## src/rtl/wdt_pkg.sv

```systemverilog
`timescale 1ns/1ps
package wdt_pkg;

    localparam int REG_ADDR_W = 3;
    localparam int NUM_POSTED = 4;

    // Posted slot indices equal their write addresses
    localparam int SLOT_CTRL = 0;
    localparam int SLOT_LOAD = 1;
    localparam int SLOT_TRIG = 2;
    localparam int SLOT_SEQ  = 3;

    typedef enum logic [REG_ADDR_W-1:0] {
        REG_CTRL  = 3'd0,
        REG_LOAD  = 3'd1,
        REG_TRIG  = 3'd2,
        REG_SEQ   = 3'd3,
        REG_STAT  = 3'd4,
        REG_COUNT = 3'd5,
        REG_RUN   = 3'd6
    } wdt_reg_e;

    localparam logic [15:0] KEY_STOP_FIRST   = 16'hAAAA;
    localparam logic [15:0] KEY_STOP_SECOND  = 16'h5555;
    localparam logic [15:0] KEY_START_FIRST  = 16'hBBBB;
    localparam logic [15:0] KEY_START_SECOND = 16'h4444;

    typedef enum logic [1:0] {
        KEY_IDLE       = 2'd0,
        KEY_HALF_STOP  = 2'd1,
        KEY_HALF_START = 2'd2
    } key_state_e;

endpackage

```

## src/rtl/wdt_post_regs.sv

```systemverilog
`timescale 1ns/1ps
module wdt_post_regs
    import wdt_pkg::*;
#(
    parameter int DATA_W = 32,
    parameter int SLOTS  = 4,
    parameter int ADDR_W = 3
) (
    input  logic                           clk_i,
    input  logic                           rst_ni,
    input  logic                           tick_i,
    input  logic                           wr_en_i,
    input  logic [ADDR_W-1:0]              wr_addr_i,
    input  logic [DATA_W-1:0]              wr_data_i,
    output logic [SLOTS-1:0][DATA_W-1:0]   post_data_o,
    output logic [SLOTS-1:0]               pend_o
);

    typedef struct packed {
        logic [SLOTS-1:0]             pend;
        logic [SLOTS-1:0][DATA_W-1:0] data;
    } post_t;

    post_t            post_d, post_q;
    logic [SLOTS-1:0] hit;

    for (genvar g = 0; g < SLOTS; g++) begin : g_hit
        assign hit[g] = wr_en_i && (wr_addr_i == ADDR_W'(g));
    end

    always_comb begin
        post_d = post_q;
        for (int i = 0; i < SLOTS; i++) begin
            // A tick commits the held word; a write in the same cycle stays posted
            if (tick_i) post_d.pend[i] = 1'b0;
            if (hit[i]) begin
                post_d.pend[i] = 1'b1;
                post_d.data[i] = wr_data_i;
            end
        end
    end

    always_ff @(posedge clk_i) begin
        if (!rst_ni) post_q <= '0;
        else         post_q <= post_d;
    end

    assign post_data_o = post_q.data;
    assign pend_o      = post_q.pend;

    for (genvar g = 0; g < SLOTS; g++) begin : g_chk
        assert_pend_set_R2: assert property (@(posedge clk_i) disable iff (!rst_ni)
            hit[g] |=> post_q.pend[g]);
        assert_pend_drop_R2: assert property (@(posedge clk_i) disable iff (!rst_ni)
            (post_q.pend[g] && tick_i && !hit[g]) |=> !post_q.pend[g]);
        assert_pend_hold_R3: assert property (@(posedge clk_i) disable iff (!rst_ni)
            (post_q.pend[g] && !tick_i) |=> post_q.pend[g]);
        assert_last_wins_R12: assert property (@(posedge clk_i) disable iff (!rst_ni)
            hit[g] |=> (post_q.data[g] == $past(wr_data_i)));
    end

endmodule

```

## src/rtl/wdt_key_det.sv

```systemverilog
`timescale 1ns/1ps
module wdt_key_det
    import wdt_pkg::*;
#(
    parameter int DATA_W = 32
) (
    input  logic              clk_i,
    input  logic              rst_ni,
    input  logic              commit_i,
    input  logic [DATA_W-1:0] word_i,
    output logic              start_o,
    output logic              stop_o
);

    typedef struct packed {
        key_state_e st;
    } key_t;

    key_t key_d, key_q;

    always_comb begin
        key_d   = key_q;
        start_o = 1'b0;
        stop_o  = 1'b0;
        if (commit_i) begin
            unique case (key_q.st)
                KEY_IDLE: begin
                    if (word_i == DATA_W'(KEY_STOP_FIRST))
                        key_d.st = KEY_HALF_STOP;
                    else if (word_i == DATA_W'(KEY_START_FIRST))
                        key_d.st = KEY_HALF_START;
                end
                KEY_HALF_STOP: begin
                    stop_o   = (word_i == DATA_W'(KEY_STOP_SECOND));
                    key_d.st = KEY_IDLE;
                end
                KEY_HALF_START: begin
                    start_o  = (word_i == DATA_W'(KEY_START_SECOND));
                    key_d.st = KEY_IDLE;
                end
                default: key_d.st = KEY_IDLE;
            endcase
        end
    end

    always_ff @(posedge clk_i) begin
        if (!rst_ni) key_q <= '{st: KEY_IDLE};
        else         key_q <= key_d;
    end

    assert_key_abort_R6: assert property (@(posedge clk_i) disable iff (!rst_ni)
        (commit_i && key_q.st != KEY_IDLE) |=> (key_q.st == KEY_IDLE));
    assert_key_hold_R6: assert property (@(posedge clk_i) disable iff (!rst_ni)
        !commit_i |=> $stable(key_q.st));
    assert_key_excl_R4: assert property (@(posedge clk_i) disable iff (!rst_ni)
        !(start_o && stop_o));

endmodule

```

## src/rtl/wdt_prescale.sv

```systemverilog
`timescale 1ns/1ps
module wdt_prescale #(
    parameter int PTV_W = 3
) (
    input  logic             clk_i,
    input  logic             rst_ni,
    input  logic             tick_i,
    input  logic             clear_i,
    input  logic             en_i,
    input  logic [PTV_W-1:0] ptv_i,
    output logic             step_o
);

    localparam int DIV_W = (2 ** PTV_W) - 1;

    typedef struct packed {
        logic [DIV_W-1:0] div;
    } div_t;

    div_t             div_d, div_q;
    logic [DIV_W:0]   pow;
    logic [DIV_W-1:0] term;

    assign pow    = (DIV_W + 1)'(1) << ptv_i;
    assign term   = DIV_W'(pow - (DIV_W + 1)'(1));
    assign step_o = tick_i && !clear_i && (!en_i || (div_q.div == term));

    always_comb begin
        div_d = div_q;
        if (clear_i)      div_d.div = '0;
        else if (step_o)  div_d.div = '0;
        else if (tick_i)  div_d.div = div_q.div + DIV_W'(1);
    end

    always_ff @(posedge clk_i) begin
        if (!rst_ni) div_q <= '0;
        else         div_q <= div_d;
    end

    assert_div_bound_R9: assert property (@(posedge clk_i) disable iff (!rst_ni)
        (en_i && !clear_i) |-> (div_q.div <= term));
    assert_div_idle_R9: assert property (@(posedge clk_i) disable iff (!rst_ni)
        (!tick_i && !clear_i) |=> $stable(div_q.div));

endmodule

```

## src/rtl/wdt_timer.sv

```systemverilog
`timescale 1ns/1ps
module wdt_timer
    import wdt_pkg::*;
#(
    parameter int DATA_W = 32,
    parameter int PTV_W  = 3
) (
    input  logic                  clk_i,
    input  logic                  rst_ni,
    input  logic                  tick_i,
    input  logic                  wr_en_i,
    input  logic [REG_ADDR_W-1:0] wr_addr_i,
    input  logic [DATA_W-1:0]     wr_data_i,
    input  logic [REG_ADDR_W-1:0] rd_addr_i,
    output logic [DATA_W-1:0]     rd_data_o,
    output logic                  wdt_rst_o
);

    localparam int SLOTS = NUM_POSTED;

    typedef struct packed {
        logic [DATA_W-1:0] ctrl;
        logic [DATA_W-1:0] load;
        logic [DATA_W-1:0] trig;
        logic [DATA_W-1:0] cnt;
        logic              run;
        logic              rst_req;
    } core_t;

    core_t                        core_d, core_q;
    logic [SLOTS-1:0][DATA_W-1:0] post_data;
    logic [SLOTS-1:0]             pend;
    logic [SLOTS-1:0]             commit;
    logic                         start, stop, reload, step;

    wdt_post_regs #(
        .DATA_W (DATA_W),
        .SLOTS  (SLOTS),
        .ADDR_W (REG_ADDR_W)
    ) u_post (
        .clk_i       (clk_i),
        .rst_ni      (rst_ni),
        .tick_i      (tick_i),
        .wr_en_i     (wr_en_i),
        .wr_addr_i   (wr_addr_i),
        .wr_data_i   (wr_data_i),
        .post_data_o (post_data),
        .pend_o      (pend)
    );

    assign commit = pend & {SLOTS{tick_i}};
    assign reload = commit[SLOT_TRIG] && (post_data[SLOT_TRIG] != core_q.trig);

    wdt_key_det #(
        .DATA_W (DATA_W)
    ) u_key (
        .clk_i    (clk_i),
        .rst_ni   (rst_ni),
        .commit_i (commit[SLOT_SEQ]),
        .word_i   (post_data[SLOT_SEQ]),
        .start_o  (start),
        .stop_o   (stop)
    );

    wdt_prescale #(
        .PTV_W (PTV_W)
    ) u_pre (
        .clk_i   (clk_i),
        .rst_ni  (rst_ni),
        .tick_i  (tick_i),
        .clear_i (!core_q.run || reload),
        .en_i    (core_q.ctrl[0]),
        .ptv_i   (core_q.ctrl[PTV_W:1]),
        .step_o  (step)
    );

    always_comb begin
        core_d = core_q;
        // Configuration commits only while stopped
        if (commit[SLOT_CTRL] && !core_q.run) core_d.ctrl = post_data[SLOT_CTRL];
        if (commit[SLOT_LOAD] && !core_q.run) core_d.load = post_data[SLOT_LOAD];
        if (reload) core_d.trig = post_data[SLOT_TRIG];
        if (start)     core_d.run = 1'b1;
        else if (stop) core_d.run = 1'b0;
        if (tick_i) core_d.rst_req = 1'b0;
        if (reload) begin
            core_d.cnt = core_d.load;
        end else if (step) begin
            if (core_q.cnt == '1) begin
                core_d.cnt     = core_q.load;
                core_d.rst_req = 1'b1;
            end else begin
                core_d.cnt = core_q.cnt + DATA_W'(1);
            end
        end
    end

    always_ff @(posedge clk_i) begin
        if (!rst_ni) core_q <= '0;
        else         core_q <= core_d;
    end

    always_comb begin
        unique case (wdt_reg_e'(rd_addr_i))
            REG_CTRL:  rd_data_o = core_q.ctrl;
            REG_LOAD:  rd_data_o = core_q.load;
            REG_TRIG:  rd_data_o = core_q.trig;
            REG_STAT:  rd_data_o = DATA_W'(pend);
            REG_COUNT: rd_data_o = core_q.cnt;
            REG_RUN:   rd_data_o = DATA_W'(core_q.run);
            default:   rd_data_o = '0;
        endcase
    end

    assign wdt_rst_o = core_q.rst_req;

    assert_cfg_frozen_R7: assert property (@(posedge clk_i) disable iff (!rst_ni)
        core_q.run |=> ($stable(core_q.ctrl) && $stable(core_q.load)));
    assert_cnt_idle_R8: assert property (@(posedge clk_i) disable iff (!rst_ni)
        !tick_i |=> $stable(core_q.cnt));
    assert_stopped_hold_R8: assert property (@(posedge clk_i) disable iff (!rst_ni)
        (!core_q.run && !pend[SLOT_TRIG]) |=> $stable(core_q.cnt));
    assert_same_trig_R10: assert property (@(posedge clk_i) disable iff (!rst_ni)
        (!core_q.run && commit[SLOT_TRIG] && post_data[SLOT_TRIG] == core_q.trig)
        |=> $stable(core_q.cnt));
    assert_rst_one_tick_R11: assert property (@(posedge clk_i) disable iff (!rst_ni)
        (core_q.rst_req && tick_i) |=> !core_q.rst_req);
    assert_rst_reload_R11: assert property (@(posedge clk_i) disable iff (!rst_ni)
        $rose(core_q.rst_req) |-> (core_q.cnt == core_q.load));
    assert_run_edge_R5: assert property (@(posedge clk_i) disable iff (!rst_ni)
        $rose(core_q.run) |-> $past(pend[SLOT_SEQ] && tick_i));

endmodule

```

## config.mk

```make
export PLATFORM = sky130hd
export DESIGN_NAME = wdt_timer
export DESIGN_NICKNAME = d
export VERILOG_FILES = /design/src/rtl/wdt_pkg.sv /design/src/rtl/wdt_post_regs.sv /design/src/rtl/wdt_key_det.sv /design/src/rtl/wdt_prescale.sv /design/src/rtl/wdt_timer.sv
export SDC_FILE = /design/constraint.sdc
export NUM_CORES = 1
export LEC_CHECK = 0
export BUFFER_PORTS_ARGS = -buffer_cell sky130_fd_sc_hd__clkbuf_2
export CELL_PAD_IN_SITES_DETAIL_PLACEMENT = 1
export CELL_PAD_IN_SITES_GLOBAL_PLACEMENT = 1
export CORE_MARGIN = 2
export CORE_UTILIZATION = 50
export CTS_CLUSTER_SIZE = 40
export DETAILED_ROUTE_END_ITERATION = 10
export PLACE_DENSITY = 0.92
export SETUP_SLACK_MARGIN = 0.2
export SKIP_CTS_REPAIR_TIMING = 1
export SLEW_MARGIN = 20
export SYNTH_ARGS = -nofsm -noshare
export SYNTH_HDL_FRONTEND = slang
export SYNTH_HIERARCHICAL = 1
export SYNTH_SLANG_ARGS = --single-unit
export TNS_END_PERCENT = 50
```

## constraint.sdc

```tcl
create_clock -name clk_i -period 8.35 [get_ports clk_i]
set_input_delay 2.505 -clock clk_i [delete_from_list [all_inputs] [get_ports clk_i]]
set_output_delay 2.505 -clock clk_i [all_outputs]
set_load 0.03 [all_outputs]
```

==> results.toml, run 1 <==
[sta]
setup_viol = 0
setup_tns_ps = 0
period_share_pct = 79.3
worstMarginPinSlew_ps = 1080
skew_ps = 20.0
slew_viol_final = 0
finalCriticalPeriod_ps = 6620
fmax_mhz = 151
hold_violations = 0
relSlewSlack_pct = 27.7
rsz0062_at_grt = "no"
hold_slack_ps = 458

[worst_setup_path]
path_class = "input port to primary output"
cp_data_arrival_time_ps = 4120
cp_slowest_cell = "buf_4"
cp-start-kind = "input port"
path_cells = "clkbuf_2 > nand2b_1 > nor2_2 > buf_4 > a221o_1 > clkbuf_2"
cp_common_cell = "clkbuf_2"
required_ps = 5850
slowest_delay_ps = 370
crit_path_max_fanout = 24
crit_family = "buffers and inverters"
path_buf_inv = 3
reg2reg_slack_ps = 2620
cp-end-kind = "primary output"

[global_route]
antenna_found_initial = 0
overflow = 0
track_usage_pct = 37.4
grt_pass1_wl_um = 75800
grt_start_max_net_pins = 71
grt_pass1_vias = 12300

[run_status]
status = "complete, no violations"

[routing]
wl_um = 49300
wl_per_cell_um = 28.3
drt-pass1-iter-count = 6
drt-vias-per-instance = 6.77
drt_iter0_drc = 1657
drc = 0
drtAntennaViolNets = 0
vias = 11800

[power]
p_sw_uw = 688
p_total_mw = 2.81
sw_frac_of_total_pct = 24.5
clkPwrFrac_pct = 46.9
power_density_nw_per_um2 = 203
leakage_nw = 5.20
p_int_mw = 2.12
ir_drop_v = 0.000173
pwr-share-comb_pct = 5.5
p_seq_share_pct = 47.7

[yosys]
synthArstFlopShare_pct = 0
synth.most_common_cell = "nand2_1"
synthDominantCellAreaShare_pct = 43.5
syn_inst = 1369
synth.distinct_cells = 76
synth_xor_area_share_pct = 2.81
yosys-mux-area-fraction_pct = 15.1
synth_nets = 1413
synth_edf_count = 0
yosysWarningCount = 6
synth_compound_area_share_pct = 14.6
synth_area_leaders = "dfxtp_1 (44%), mux2i_1 (14%), nand2_1 (9.5%)"
synth_top_family_by_area = "simple AND/OR/NAND/NOR gates"
syn_avg_cell_area_um2 = 9.10
yosysTopAreaCell = "dfxtp_1"
synth-seq-cells = 271
yosys.area_share.simple_pct = 19.2
ys.flop_type = "dfxtp_1"
syn-cell-area_um2 = 12500
synth_adder_area_share_pct = 0.201
synth_commonest_cells = "nand2_1 (316), dfxtp_1 (271), mux2i_1 (179)"
ys_seq_area_share_pct = 43.5

[die]
die_h_um = 162
die_w_um = 162
start_util_pct = 51.1
fp-row-count = 57
core-area_um2 = 24400
ios = 75
die_area_um2 = 26200

[cts]
insertion_delay_ps = 550
h-tree-depth = 1
numCtsBuffers = 28
clock_path_buffers = 3
root_buffer = "clkbuf_16"
cts_tree = "built"
clock_sinks = 271
clk_pin_slew_ps = 60

[final_layout]
utilization_pct = 56.8
fin_cells = 1740
area_delta_synth_final_pct = 11.1
drive_above_1_share_pct = 12.2
diodes = 0
nets = 1438
n_fill_cell = 2813

[placed_design]
gp_congestion = 0.998
portBuffers = 74
dp.cells = 1688
dpl.hpwl_um = 29700

[job]
cap_violations = 0

[min_path]
hold_path_class = "register to register"
==> final cells by class <==
type | count | area, um2 | area share (%)
multi-input cells | 992 | 6510 | 47.0
flip-flops and latches | 271 | 5430 | 39.2
repair buffers | 91 | 517 | 3.73
clock inverters | 10 | 103 | 0.741
clock buffers | 42 | 845 | 6.10
inverters | 10 | 38.8 | 0.280
well taps | 324 | 405 | 2.93
==> worst reg2reg max path: cells and delay by family (launching register included) <==
family | cells | cell delay (ps)
buffers and inverters | 2 | 1050
AOI/OAI and AO/OA | 6 | 1760
and+or+nand+nor | 5 | 2040
xor gates and xnor gates | 1 | 400
DFF | 1 | 350
==> per-layer routing <==
metal / part of all wire [%] / vias up / track usage [%]
met3: 11 / 224 / 8.50
met2: 45 / 850 / 59.4
met4: 5.2 / 0 / 17.8
li1: - / 4910 / -
met1: 38 / 5788 / 48.4
met5: 0 / - / 0
==> path summary, 6_finish.rpt <==
kind                          startpoint                      to  cells after the start
hold reg to reg   u_post/post_data_o[40]  u_post/post_data_o[40]                      2
setup reg to reg              core_q[63]              core_q[17]                     14
setup / recovery            rd_addr_i[1]           rd_data_o[26]                      6
hold / removal    u_post/post_data_o[40]  u_post/post_data_o[40]                      2
==> state kept, by name, indices dropped and copies added, names as in the netlist <==
register / flops
u_post/pend_o: 4
u_pre/div_q: 7
wdt_rst_o: 1
core_q: 129
u_post/post_data_o: 128
u_key/key_q: 2
==> power by group through the flow <==
stage | Clock, mW | Combinational, mW | Sequential (mW)
after floorplan | 0 | 0.0978 | 1.35
after global placement | 0 | 0.138 | 1.36
after detailed placement | 0 | 0.143 | 1.36
after CTS | 1.30 | 0.149 | 1.34
after global routing | 1.36 | 0.161 | 1.34
final | 1.32 | 0.154 | 1.34
==> metrics by stage <==
step | instance area (um2) | setup WS [ps]
after floorplan | 12500 | 1740
after global placement | 12900 | 1940
after detailed placement | 12900 | 1840
after CTS | 13800 | 1800
after global routing | 13800 | 1710
final | 13800 | 1730
==> cell families after synthesis <==
logic type,after synthesis
AOI/OAI and AO/OA,246
xor gates and xnor gates,40
adders and majority gates,2
muxes,185
and+or+nand+nor,519
DFF,271
buffers and inverters,106
==> cells in the final DEF (no fill, tap or decap), drive strengths merged, types with 8 or more instances in the layout <==
master and count:
and2 10, nor2 67, clkbuf 115, buf 18, a21oi 79, nand2 316, nor4 15, nand4 19
xnor2 38, nand3 17, dfxtp 271, clkinv 9, nand2b 9, a211oi 17, nor3 17, a22o 36
a221o 28, mux2i 179, o2bb2ai 8, o21ai 19, inv 8, a31oi 14
Power figures use the tool's default switching activity.
==> inputs of run 2 (changes only) <==
- CORE_UTILIZATION: 50 -> 47
- PLACE_DENSITY: 0.92 -> 0.87
- clock period: 8.35 -> 6.1 ns (I/O delays scaled with it)
==> run 2 against run 1 <==
Effect of this change: via count shrank 6.5%; combinational power grew 32%; die area grew 6.2%; largest power group is now the clock network; cell count grew 0.92%; design area grew 0.87%; count of clock-buffer cells in the layout shrank 2; utilization shrank 3.2 points; critical path type unchanged; non-clock buffer count grew 7.
==> results.toml, run 2 (synthesized netlist as in run 1, its figures left out) <==
[final_layout]
final_common_cell = "nand2_1"
largest_register_ffs = 129
post-route-cell-area_um2 = 14000
drive_above_1_share_pct = 12.5
final_cell_mix = "nand2_1 (316), dfxtp_1 (271), mux2i_1 (179), a21oi_1 (78), clkbuf_2 (73)"
diodes = 0
nets = 1445
top_register = "core_q"
area_delta_synth_final_pct = 12.0
n_fill_cell = 2980

[sta]
setup_viol = 0
worstMarginPinSlew_ps = 1110
slew_viol_final = 0
setup_tns_ps = 0
skew_ps = 9.51
rsz0062_at_grt = "no"
relSlewSlack_pct = 25.6
period_share_pct = 84.4
hold_violations = 0
finalCriticalPeriod_ps = 5150
fmax_mhz = 194

[routing]
drt-pass1-iter-count = 5
vias = 11000
drc = 0
wl_per_cell_um = 25.1
drtAntennaViolNets = 0
wl_um = 44100
drt_iter0_drc = 1022
drt-vias-per-instance = 6.27

[cts]
clock_sinks = 271
root_buffer = "clkbuf_16"
clock_path_buffers = 3
cts_tree = "built"
insertion_delay_ps = 550
clk_pin_slew_ps = 70
numCtsBuffers = 28
h-tree-depth = 1

[die]
die_h_um = 167
start_util_pct = 47.8
die_w_um = 167
fp-row-count = 59
core-area_um2 = 26100
die_area_um2 = 27800
ios = 75

[worst_setup_path]
cp_data_arrival_time_ps = 3320
r2r_start = "core_q[62]"
cp-end-kind = "primary output"
required_ps = 4270
worst-r2r-cell-count = 15
startpoint = "rd_addr_i[1]"
path_class = "input port to primary output"
cp-start-kind = "input port"
crit_path_max_fanout = 28

[run_status]
status = "complete, no violations"

[job]
cap_violations = 0

[global_route]
track_usage_pct = 30.8
grt_start_max_net_pins = 125
grt_pass1_vias = 11500
grt_pass1_wl_um = 67500
antenna_found_initial = 0
overflow = 0

[power]
ir_drop_v = 0.000216
power_density_nw_per_um2 = 281
p_total_mw = 3.92
leakage_nw = 5.25

[placed_design]
place_area_um2 = 13000
dpl.hpwl_um = 28400
portBuffers = 74
gp_congestion = 0.917

[min_path]
whs_path_depth = 2
hold_start = "u_post/post_data_o[7]"
hold_path_class = "register to register"
## run 2: cell types whose count changed in the layout (fill, tap and decap cells not counted), sizes merged
cell	delta
bufinv	+3
clkbuf	-2
clkinv	-3
buf	+7
## run 2: worst max-delay path, stage by stage
cell	delay (ps)
clkbuf_2	200
nand2b_1	240
nor2_2	50
buf_4	250
a22o_1	230
a221o_1	290
clkbuf_2	190
## run 2: final timing paths
check | slack (ps) | to
setup / recovery | 950 | rd_data_o[22]
hold / removal | 460 | core_q[105]
hold reg to reg | 460 | core_q[105]
setup reg to reg | 1060 | core_q[24]
## run 2: where the power goes
group,switching [mW],internal [mW],total (mW)
Sequential,0.0324,1.80,1.83
Clock,0.737,1.15,1.89
Combinational,0.137,0.0669,0.204
Total,0.907,3.01,3.92
## run 2: through the flow
stage	utilization [%]	worst slack (ps)	cells	hold slack [ps]
4_1_cts	53.6	986	1756	453
3_3_place_gp	49.7	1010	1706	437
3_5_place_dp	49.7	992	1706	447
5_1_grt	53.6	837	1756	474
2_1_floorplan	-	839	1369	432
6_report	53.6	950	1756	459
## run 2: layout make-up
type | count | area, um2 | share of cell area (%)
clock buffers | 40 | 827 | 5.92
clock inverters | 10 | 178 | 1.27
well taps | 335 | 419 | 3.00
flip-flops and latches | 271 | 5430 | 38.9
multi-input cells | 992 | 6500 | 46.6
inverters | 10 | 38.8 | 0.278
repair buffers | 98 | 569 | 4.08
## run 2: routing by layer
metal | wire length (um) | share of wire (%) | track usage, %
met4 | 1440 | 3.3 | 10.6
met5 | 0 | 0 | 0
met2 | 20300 | 46 | 50.2
met1 | 18800 | 43 | 41.3
met3 | 3520 | 8.0 | 5.42
==> inputs of run 3 (changes only) <==
- clock period: 6.1 -> 4.85 ns (I/O delays scaled with it)
==> run 3 against run 2 <==
Effect of this change: worst hold slack improved by 1.4 ps; total power increased by 25%; design area barely moved; worst setup slack lost 620 ps; first-iteration DRC count grew 25%; clock skew increased by 3.2 ps; global-route usage is 0.29 points higher; cell count increased by 0.28%; critical path depth shrank 1; count of clock-buffer cells in the layout shrank 4; routed wire length grew 0.84%; critical endpoint is now rd_data_o[23].
==> results.toml, run 3 (synthesized netlist as in run 1, its figures left out) <==
[run_status]
status = "complete, no violations"

[global_route]
grt_pass1_wl_um = 68500
grt_pass1_vias = 11500
grt_start_max_net_pins = 163
overflow = 0
track_usage_pct = 31.1
antenna_found_initial = 0

[cts]
cts_tree = "built"
numCtsBuffers = 29
clk_pin_slew_ps = 60
root_buffer = "clkbuf_16"
insertion_delay_ps = 540
clock_sinks = 271
clock_path_buffers = 3
h-tree-depth = 1

[routing]
vias = 11000
drc = 0
drt_iter0_drc = 1274
wl_per_cell_um = 25.2
wl_um = 44500
drt-pass1-iter-count = 6
drt-vias-per-instance = 6.26
drtAntennaViolNets = 0

[die]
start_util_pct = 47.8
die_w_um = 167
die_h_um = 167
fp-row-count = 59
die_area_um2 = 27800
ios = 75
core-area_um2 = 26100

[sta]
setup_tns_ps = 0
worstMarginPinSlew_ps = 1100
skew_ps = 12.7
slew_viol_final = 0
setup_viol = 0
relSlewSlack_pct = 26.8
fmax_mhz = 221
hold_violations = 0
finalCriticalPeriod_ps = 4520
rsz0062_at_grt = "no"
hold_slack_ps = 460
period_share_pct = 93.2

[power]
power_density_nw_per_um2 = 349
leakage_nw = 5.26
ir_drop_v = 0.000269

[min_path]
hold_path_class = "register to register"

[final_layout]
nets = 1449
final_cell_mix = "nand2_1 (316), dfxtp_1 (271), mux2i_1 (179), a21oi_1 (78), clkbuf_2 (73)"
largest_register_ffs = 129
final_common_cell = "nand2_1"
area_delta_synth_final_pct = 12.1
fin_cells = 1761
diodes = 0
top_register = "core_q"
drive_above_1_share_pct = 12.8
n_fill_cell = 2976
utilization_pct = 53.6

[worst_setup_path]
required_ps = 3390
reg2reg_slack_ps = 510
cp-start-kind = "input port"
crit_path_max_fanout = 29
crit_end = "rd_data_o[23]"
startpoint = "rd_addr_i[2]"
path_class = "input port to primary output"
worst-r2r-cell-count = 16
cp_data_arrival_time_ps = 3060
cp-end-kind = "primary output"
reg2reg_to = "core_q[30]"
r2r_start = "core_q[43]"

[placed_design]
dp.cells = 1709
portBuffers = 74
dpl.hpwl_um = 29100
gp_congestion = 0.931

[job]
cap_violations = 0
==> run 3: final cells by class <==
cell class	instances	area (um2)	area share, %
clock inverter	16	211	1.51
multi-input combinational	992	6500	46.5
clock buffer	36	772	5.52
tap	335	419	3.00
inverter	10	38.8	0.278
sequential	271	5430	38.8
timing repair buffer	101	604	4.32
==> run 3: worst min path at each step <==
| stage | start | end | cells past startpoint |
|---|---|---|---|
| 2_1_floorplan | u_post/post_data_o[4] | core_q[102] | 2 |
| 3_3_place_gp | u_post/post_data_o[9] | core_q[107] | 2 |
| 3_5_place_dp | u_post/post_data_o[23] | u_post/post_data_o[23] | 2 |
| 4_1_cts | u_post/post_data_o[1] | core_q[99] | 2 |
| 5_1_grt | u_post/post_data_o[13] | u_post/post_data_o[13] | 2 |
| 6_report | core_q[129] | core_q[129] | 2 |
==> run 3: metrics by stage <==
stage,area (um2),power [mW],setup slack [ps]
2_1_floorplan,12500,2.50,311
5_1_grt,14000,5.00,308
3_5_place_dp,13000,2.61,419
3_3_place_gp,13000,2.59,459
6_report,14000,4.88,331
4_1_cts,14000,4.88,403
==> run 3: report_power, final <==
group | switching [mW] | internal (mW) | total, mW
logic | 0.177 | 0.0892 | 0.267
clock network | 0.926 | 1.39 | 2.32
registers | 0.0413 | 2.26 | 2.30
==> run 3: layer usage <==
| metal | global-route usage (%) | up-vias | wire, um |
|---|---|---|---|
| li1 | - | 4932 | - |
| met1 | 41.3 | 5495 | 18700 |
| met5 | 0 | - | 0 |
| met3 | 4.73 | 108 | 3320 |
| met4 | 9.63 | 0 | 1330 |
| met2 | 52.1 | 497 | 21100 |
==> run 3: worst max-delay path, cell delays in order <==
cell	delay, ps
clkbuf_2	240
nor3b_2	220
buf_4	430
a22o_1	360
a221o_1	150
clkbuf_2	200
